File: config.mk
export PLATFORM = sky130hd
export DESIGN_NAME = apb_gpio_ctrl
export DESIGN_NICKNAME = d
export VERILOG_FILES = /design/src/rtl/gpio_ctrl_pkg.sv /design/src/rtl/gpio_sync2.sv /design/src/rtl/gpio_irq_unit.sv /design/src/rtl/apb_gpio_ctrl.sv
export SDC_FILE = /design/constraint.sdc
export NUM_CORES = 1
export LEC_CHECK = 0
export ABC_AREA = 1
export BUFFER_PORTS_ARGS = -buffer_cell sky130_fd_sc_hd__buf_2
export CORE_MARGIN = 10
export CORE_UTILIZATION = 57
export DETAILED_ROUTE_END_ITERATION = 7
export PLACE_DENSITY = 0.9
export SLEW_MARGIN = 10
export SYNTH_ARGS = -nofsm -noshare
export SYNTH_HDL_FRONTEND = slang
export SYNTH_SLANG_ARGS = --single-unit
File: constraint.sdc
create_clock -name clk -period 3.1 [get_ports clk]
set_clock_uncertainty 0.05 [all_clocks]
set_input_delay 0.155 -clock clk [delete_from_list [all_inputs] [get_ports clk]]
set_output_delay 0.155 -clock clk [all_outputs]
set_load 0.01 [all_outputs]
File: src/rtl/gpio_ctrl_pkg.sv
package gpio_ctrl_pkg;

    localparam int ADDR_W      = 8;
    localparam int DATA_W      = 32;
    localparam int MAX_PORTS   = 4;
    localparam int PORT_STRIDE = 'h0C;
    localparam int EXT_STRIDE  = 'h04;

    localparam logic [ADDR_W-1:0] OUT_BASE  = 8'h00;
    localparam logic [ADDR_W-1:0] DIR_BASE  = 8'h04;
    localparam logic [ADDR_W-1:0] EXT_BASE  = 8'h50;
    localparam logic [ADDR_W-1:0] IEN_ADDR  = 8'h30;
    localparam logic [ADDR_W-1:0] IMSK_ADDR = 8'h34;
    localparam logic [ADDR_W-1:0] ITYP_ADDR = 8'h38;
    localparam logic [ADDR_W-1:0] IPOL_ADDR = 8'h3C;
    localparam logic [ADDR_W-1:0] ISTA_ADDR = 8'h40;
    localparam logic [ADDR_W-1:0] IEOI_ADDR = 8'h4C;

    typedef enum logic [3:0] {
        SEL_NONE, SEL_OUT, SEL_DIR, SEL_EXT,
        SEL_IEN, SEL_IMSK, SEL_ITYP, SEL_IPOL, SEL_ISTA, SEL_IEOI
    } reg_sel_e;

    typedef struct packed {
        reg_sel_e   sel;
        logic [1:0] port;
    } reg_hit_t;

    function automatic reg_hit_t decode_addr(input logic [ADDR_W-1:0] a, input int nports);
        reg_hit_t h;
        h.sel  = SEL_NONE;
        h.port = 2'd0;
        case (a)
            IEN_ADDR:  h.sel = SEL_IEN;
            IMSK_ADDR: h.sel = SEL_IMSK;
            ITYP_ADDR: h.sel = SEL_ITYP;
            IPOL_ADDR: h.sel = SEL_IPOL;
            ISTA_ADDR: h.sel = SEL_ISTA;
            IEOI_ADDR: h.sel = SEL_IEOI;
            default:   h.sel = SEL_NONE;
        endcase
        for (int p = 0; p < MAX_PORTS; p++) begin
            if (p < nports) begin
                if (a == OUT_BASE + ADDR_W'(p * PORT_STRIDE)) begin
                    h.sel = SEL_OUT; h.port = 2'(p);
                end
                if (a == DIR_BASE + ADDR_W'(p * PORT_STRIDE)) begin
                    h.sel = SEL_DIR; h.port = 2'(p);
                end
                if (a == EXT_BASE + ADDR_W'(p * EXT_STRIDE)) begin
                    h.sel = SEL_EXT; h.port = 2'(p);
                end
            end
        end
        return h;
    endfunction

endpackage

File: src/rtl/gpio_sync2.sv
module gpio_sync2 #(
    parameter int W = 8
) (
    input  logic         clk,
    input  logic         rst,
    input  logic [W-1:0] d_i,
    output logic [W-1:0] q_o
);
    logic [W-1:0] meta_q;
    logic [W-1:0] sync_q;

    always_ff @(posedge clk) begin
        if (rst) begin
            meta_q <= '0;
            sync_q <= '0;
        end else begin
            meta_q <= d_i;
            sync_q <= meta_q;
        end
    end

    assign q_o = sync_q;


    sync_delay_chk: assert property (@(posedge clk) disable iff (rst)
        (!$past(rst) && !$past(rst, 2)) |-> (q_o == $past(d_i, 2)));

endmodule

File: src/rtl/gpio_irq_unit.sv
module gpio_irq_unit
    import gpio_ctrl_pkg::*;
#(
    parameter int W = 8
) (
    input  logic         clk,
    input  logic         rst,
    input  logic [W-1:0] din_i,
    input  logic         wr_i,
    input  reg_sel_e     sel_i,
    input  logic [W-1:0] wdata_i,
    output logic [W-1:0] en_o,
    output logic [W-1:0] mask_o,
    output logic [W-1:0] kind_o,
    output logic [W-1:0] pol_o,
    output logic [W-1:0] status_o,
    output logic         irq_o
);
    logic [W-1:0] en_q, mask_q, kind_q, pol_q;
    logic [W-1:0] prev_act_q, ev_lat_q;
    logic [W-1:0] act, next_pol, edge_hit, eoi_clr, level_hit;
    logic         pol_wr, eoi_wr, irq_q;

    assign pol_wr   = wr_i && (sel_i == SEL_IPOL);
    assign eoi_wr   = wr_i && (sel_i == SEL_IEOI);
    assign eoi_clr  = eoi_wr ? wdata_i : '0;
    assign next_pol = pol_wr ? wdata_i : pol_q;

    // active under the current polarity: high when pin equals polarity bit
    assign act       = din_i ~^ pol_q;
    assign edge_hit  = act & ~prev_act_q & en_q & kind_q;
    assign level_hit = act & en_q & ~kind_q;
    assign status_o  = (ev_lat_q | level_hit) & ~mask_q;

    always_ff @(posedge clk) begin
        if (rst) begin
            en_q       <= '0;
            mask_q     <= '0;
            kind_q     <= '0;
            pol_q      <= '0;
            prev_act_q <= '0;
            ev_lat_q   <= '0;
            irq_q      <= 1'b0;
        end else begin
            if (wr_i && sel_i == SEL_IEN)  en_q   <= wdata_i;
            if (wr_i && sel_i == SEL_IMSK) mask_q <= wdata_i;
            if (wr_i && sel_i == SEL_ITYP) kind_q <= wdata_i;
            pol_q      <= next_pol;
            // track the active level under next cycle's polarity: no false edge
            prev_act_q <= din_i ~^ next_pol;
            ev_lat_q   <= en_q & kind_q & ((ev_lat_q & ~eoi_clr) | edge_hit);
            irq_q      <= |status_o;
        end
    end

    assign en_o   = en_q;
    assign mask_o = mask_q;
    assign kind_o = kind_q;
    assign pol_o  = pol_q;
    assign irq_o  = irq_q;


    latch_hold_chk: assert property (@(posedge clk) disable iff (rst)
        !eoi_wr |=> ((ev_lat_q & $past(ev_lat_q & en_q & kind_q)) == $past(ev_lat_q & en_q & kind_q)));


    eoi_race_chk: assert property (@(posedge clk) disable iff (rst)
        (eoi_wr && ((edge_hit & eoi_clr) != '0)) |=>
            ((ev_lat_q & $past(edge_hit & eoi_clr)) == $past(edge_hit & eoi_clr)));


    irq_source_chk: assert property (@(posedge clk) disable iff (rst)
        $rose(irq_o) |-> ($past(status_o) != '0));

endmodule

File: src/rtl/apb_gpio_ctrl.sv
module apb_gpio_ctrl
    import gpio_ctrl_pkg::*;
#(
    parameter int NUM_PORTS = 4,
    parameter int PORT_W    = 32
) (
    input  logic                          clk,
    input  logic                          rst,
    input  logic                          psel,
    input  logic                          penable,
    input  logic                          pwrite,
    input  logic [ADDR_W-1:0]             paddr,
    input  logic [DATA_W-1:0]             pwdata,
    output logic [DATA_W-1:0]             prdata,
    output logic                          pready,
    input  logic [NUM_PORTS*PORT_W-1:0]   pad_in,
    output logic [NUM_PORTS*PORT_W-1:0]   pad_out,
    output logic [NUM_PORTS*PORT_W-1:0]   pad_oe,
    output logic                          irq
);
    localparam int PAD_W = NUM_PORTS * PORT_W;

    logic [PORT_W-1:0] out_q [NUM_PORTS];
    logic [PORT_W-1:0] dir_q [NUM_PORTS];
    logic [PORT_W-1:0] ext_w [NUM_PORTS];
    logic [PAD_W-1:0]  pad_sync;
    logic [PORT_W-1:0] wdata, rd_val;
    logic [PORT_W-1:0] ien, imsk, ityp, ipol, ista;
    logic              wr_en;
    reg_hit_t          hit;

    assign hit    = decode_addr(paddr, NUM_PORTS);
    assign wr_en  = psel && penable && pwrite;
    assign wdata  = pwdata[PORT_W-1:0];
    assign pready = 1'b1;

    gpio_sync2 #(.W(PAD_W)) i_sync (
        .clk (clk),
        .rst (rst),
        .d_i (pad_in),
        .q_o (pad_sync)
    );

    always_ff @(posedge clk) begin
        for (int p = 0; p < NUM_PORTS; p++) begin
            if (rst) begin
                out_q[p] <= '0;
                dir_q[p] <= '0;
            end else if (wr_en && hit.port == 2'(p)) begin
                if (hit.sel == SEL_OUT) out_q[p] <= wdata;
                if (hit.sel == SEL_DIR) dir_q[p] <= wdata;
            end
        end
    end

    for (genvar g = 0; g < NUM_PORTS; g++) begin : g_port
        assign pad_out[g*PORT_W +: PORT_W] = out_q[g];
        assign pad_oe[g*PORT_W +: PORT_W]  = dir_q[g];
        assign ext_w[g]                    = pad_sync[g*PORT_W +: PORT_W];
    end

    gpio_irq_unit #(.W(PORT_W)) i_irq (
        .clk      (clk),
        .rst      (rst),
        .din_i    (pad_sync[PORT_W-1:0]),
        .wr_i     (wr_en),
        .sel_i    (hit.sel),
        .wdata_i  (wdata),
        .en_o     (ien),
        .mask_o   (imsk),
        .kind_o   (ityp),
        .pol_o    (ipol),
        .status_o (ista),
        .irq_o    (irq)
    );

    always_comb begin
        case (hit.sel)
            SEL_OUT:  rd_val = out_q[hit.port];
            SEL_DIR:  rd_val = dir_q[hit.port];
            SEL_EXT:  rd_val = ext_w[hit.port];
            SEL_IEN:  rd_val = ien;
            SEL_IMSK: rd_val = imsk;
            SEL_ITYP: rd_val = ityp;
            SEL_IPOL: rd_val = ipol;
            SEL_ISTA: rd_val = ista;
            default:  rd_val = '0;
        endcase
    end

    assign prdata = DATA_W'(rd_val);


    dir_write_chk: assert property (@(posedge clk) disable iff (rst)
        (psel && penable && pwrite && paddr == DIR_BASE) |=>
            (pad_oe[PORT_W-1:0] == $past(pwdata[PORT_W-1:0])));

endmodule

==> results.py <==
metrics = {
    "logic_synthesis": {
        "ys_ff_latch": 705,
        "syn_inst": 3761,
        "syn_area_um2": 29900,
        "yosysTopAreaCell": "dfxtp_1",
        "synth_area_leaders": "dfxtp_1, edfxtp_1, nand2_1",
        "synthDistinctLibCells": 33,
        "synth_fp_nets": 3934,
        "synthArstFlopShare_pct": 0,
        "ys_top_cells_by_count": "nand2_1, inv_1, nor2_1, dfxtp_1, edfxtp_1",
        "synth_most_common_cell": "nand2_1",
        "synth-main-ff-cell": "dfxtp_1",
        "ys_seq_area_share_pct": 55.8,
        "synth_area_per_cell_um2": 7.95,
        "synth_top_area_share_pct": 30.1,
        "yosysWarningCount": 0,
        "synth_edf_count": 256,
    },
    "detailed_routing": {
        "via_per_inst": 5.81,
        "remaining_drc_errors": 0,
        "vias": 29300,
        "drt_iter0_markers": 4683,
        "drt_wl_total_um": 117000,
        "dr.pass1.iters": 6,
        "wl_per_cell_um": 23.1,
        "ant_nets": 0,
    },
    "min_path": {
        "hold_path.class": "in2reg",
    },
    "floorplanning": {
        "row_count": 83,
        "chipHeight_um": 249,
        "die_w_um": 249,
        "die-area_um2": 62000,
        "core_area_um2": 51600,
        "start_util_pct": 57.9,
        "io_pins": 463,
    },
    "global_route": {
        "gr-total-overflow": 0,
        "grt_first_pass_wirelength_um": 173000,
        "grtUsageMet3_pct": 9.50,
        "use_met2_pct": 55.9,
        "busiest_layer": "met2",
        "grt_util_all_layers_pct": 36.0,
        "grt_antenna_before_repair": 6,
        "met1_usage_pct": 43.0,
        "grt_max_degree": 135,
        "first_global_vias": 28100,
    },
    "pwr": {
        "irDropWorstVdd_mv": 0.412,
        "leakagePower_nw": 17.0,
        "power_density_nw_per_um2": 552,
    },
    "sta": {
        "maxSlewViolCount": 0,
        "tightest_slew_ns": 0.919,
        "period_share_pct": 97.9,
        "tns_ns": 0,
        "rsz0062_at_grt": "false",
        "setup_viol": 0,
        "min_period_ns": 3.03,
        "fmax_mhz": 330,
        "hold_violations": 0,
        "maxSlewHeadroom_pct": 38.5,
    },
    "clock_network": {
        "cts-root-buf": "clkbuf_16",
        "clock-sinks": 705,
        "cts_buffer_depth": 3,
        "ctsResizeCount": 0,
        "cts-htree-levels": 3,
        "numCtsBuffers": 71,
        "clk_pin_slew_ns": 0.06,
        "cts_tree": "built",
        "clkLatencyLatePin_ns": 0.61,
    },
    "worst_setup_path": {
        "crit_type": "in2out",
        "arrival_ns": 2.83,
        "worstPathMaxFanout": 76,
        "required_ns": 2.89,
        "end_kind": "output port",
        "start_kind": "input pin",
    },
    "placement": {
        "hpwlAfterDp_um": 77200,
        "portBuffers": 461,
        "place.gp.congestion": 0.973,
    },
    "cells_and_area": {
        "drive_gt1_share_pct": 15.5,
        "post-route-util_pct": 71.4,
        "nFillCells": 3734,
        "syn2layout_area_growth_pct": 23.2,
        "fin_nets": 4486,
    },
    "flow_run": {
        "drv_cap": 0,
    },
    "run_status": {
        "status": "finished clean",
    },
}
-- layout make-up --
class | count | area, um2 | share of cell area, %
timing repair buffer | 689 | 4620 | 12.5
sequential | 705 | 16700 | 45.3
tap | 680 | 851 | 2.31
clock inverter | 20 | 155 | 0.421
multi-input combinational | 2245 | 10100 | 27.5
antenna | 5 | 12.5 | 0.0340
clock buffer | 103 | 2130 | 5.79
inverter | 601 | 2260 | 6.12
-- metal layers --
layer,vias to the layer above,routed length [um]
met4,4,9280
li1,13100,-
met3,507,15600
met1,13400,39600
met5,-,28
met2,2383,52200
-- report_power, final --
group | total, mW | switching (mW) | internal, mW | leakage, nW
Sequential | 10.2 | 0.231 | 9.94 | 6.11
Clock | 8.59 | 3.65 | 4.94 | 1.13
Combinational | 1.59 | 1.04 | 0.551 | 9.78
-- stage by stage --
step	hold slack, ns	setup WS (ns)	area [um2]	power [mW]	instances
after floorplan	0.212	0.499	29900	10.9	3761
after global placement	0.309	0.160	32900	11.7	4756
after detailed placement	0.310	0.224	32900	11.7	4756
after CTS	0.176	0.373	36800	20.2	5040
after global routing	0.241	0.0174	36800	20.8	5046
final	0.223	0.0663	36900	20.4	5048
-- logic make-up after synthesis --
group	count (synthesis)	share of synthesized area [%]
AOI/OAI and AO/OA	442	7.95
buffers and inverters	811	10.6
DFF	705	55.8
other	1	0.0125
and+or+nand+nor	1802	25.7
-- critical path, cell delays in order --
cell and delay (ns):
buf_2 0.12, nor2_4 0.23, nand2_2 0.16, inv_2 0.08
nand2_1 0.09, nand3_4 0.18, inv_2 0.06, buf_12 0.23
nand3_1 0.15, nand4_1 0.41, nand3_1 0.25, nand2_1 0.23
nor2_1 0.18, nand2_1 0.09, buf_2 0.15
-- sequential cells by signal, indices dropped and copies added, names as in the netlist --
signal            cells
out_q               128
i_irq.en_o           32
i_irq.ev_lat_q       32
i_irq.kind_o         32
i_irq.pol_o          32
i_irq.prev_act_q     32
dir_q               128
i_irq.mask_o         32
i_irq.irq_o           1
i_sync.q_o          128
i_sync.meta_q       128
-- what timing repair did --
item                                   in CTS  in global routing
setup buffers                               0                  3
setup endpoints to repair                   0                  1
hold buffers                              161                  0
endpoints found under the hold margin     287                  0
-- placed cells by master (no fill, tap or decap), types with 2 or more instances in the layout --
master	Yosys	routed
edfxtp_1	256	256
inv_1	564	561
clkbuf_1	155	15
nand2_2	3	6
nor3_1	137	136
clkbuf_8	0	11
nand3b_1	30	30
clkinv_2	0	9
or2_2	16	16
o21ai_0	209	209
nand4_1	94	94
nand3_4	4	8
nand2_1	783	780
nor2_4	1	2
buf_2	26	460
o22ai_1	32	32
inv_2	3	4
a2111oi_0	32	32
nand3_1	180	179
nor2_1	546	541
buf_12	0	15
diode_2	0	5
dlygate4sd3_1	0	161
buf_4	1	52
clkinv_1	34	43
bufinv_16	0	2
nor3_4	1	2
nor2_2	2	6
a21oi_1	166	164
clkbuf_16	0	77
dfxtp_1	449	449
-- worst paths after layout --
check                                     start                           to  slack [ns]  cells past startpoint
hold / removal                         paddr[2]  i_irq.en_o[14]$_SDFFE_PP0P_        0.22                      6
setup / recovery                       paddr[1]                   prdata[30]        0.07                     15
setup reg to reg     i_irq.pol_o[31]$_SDFF_PP0_       i_irq.irq_o$_SDFF_PP0_        1.21                      9
hold reg to reg   i_sync.meta_q[100]$_SDFF_PP0_   i_sync.q_o[100]$_SDFF_PP0_        0.35                      2
No activity file was read; power rests on OpenSTA's default activity.
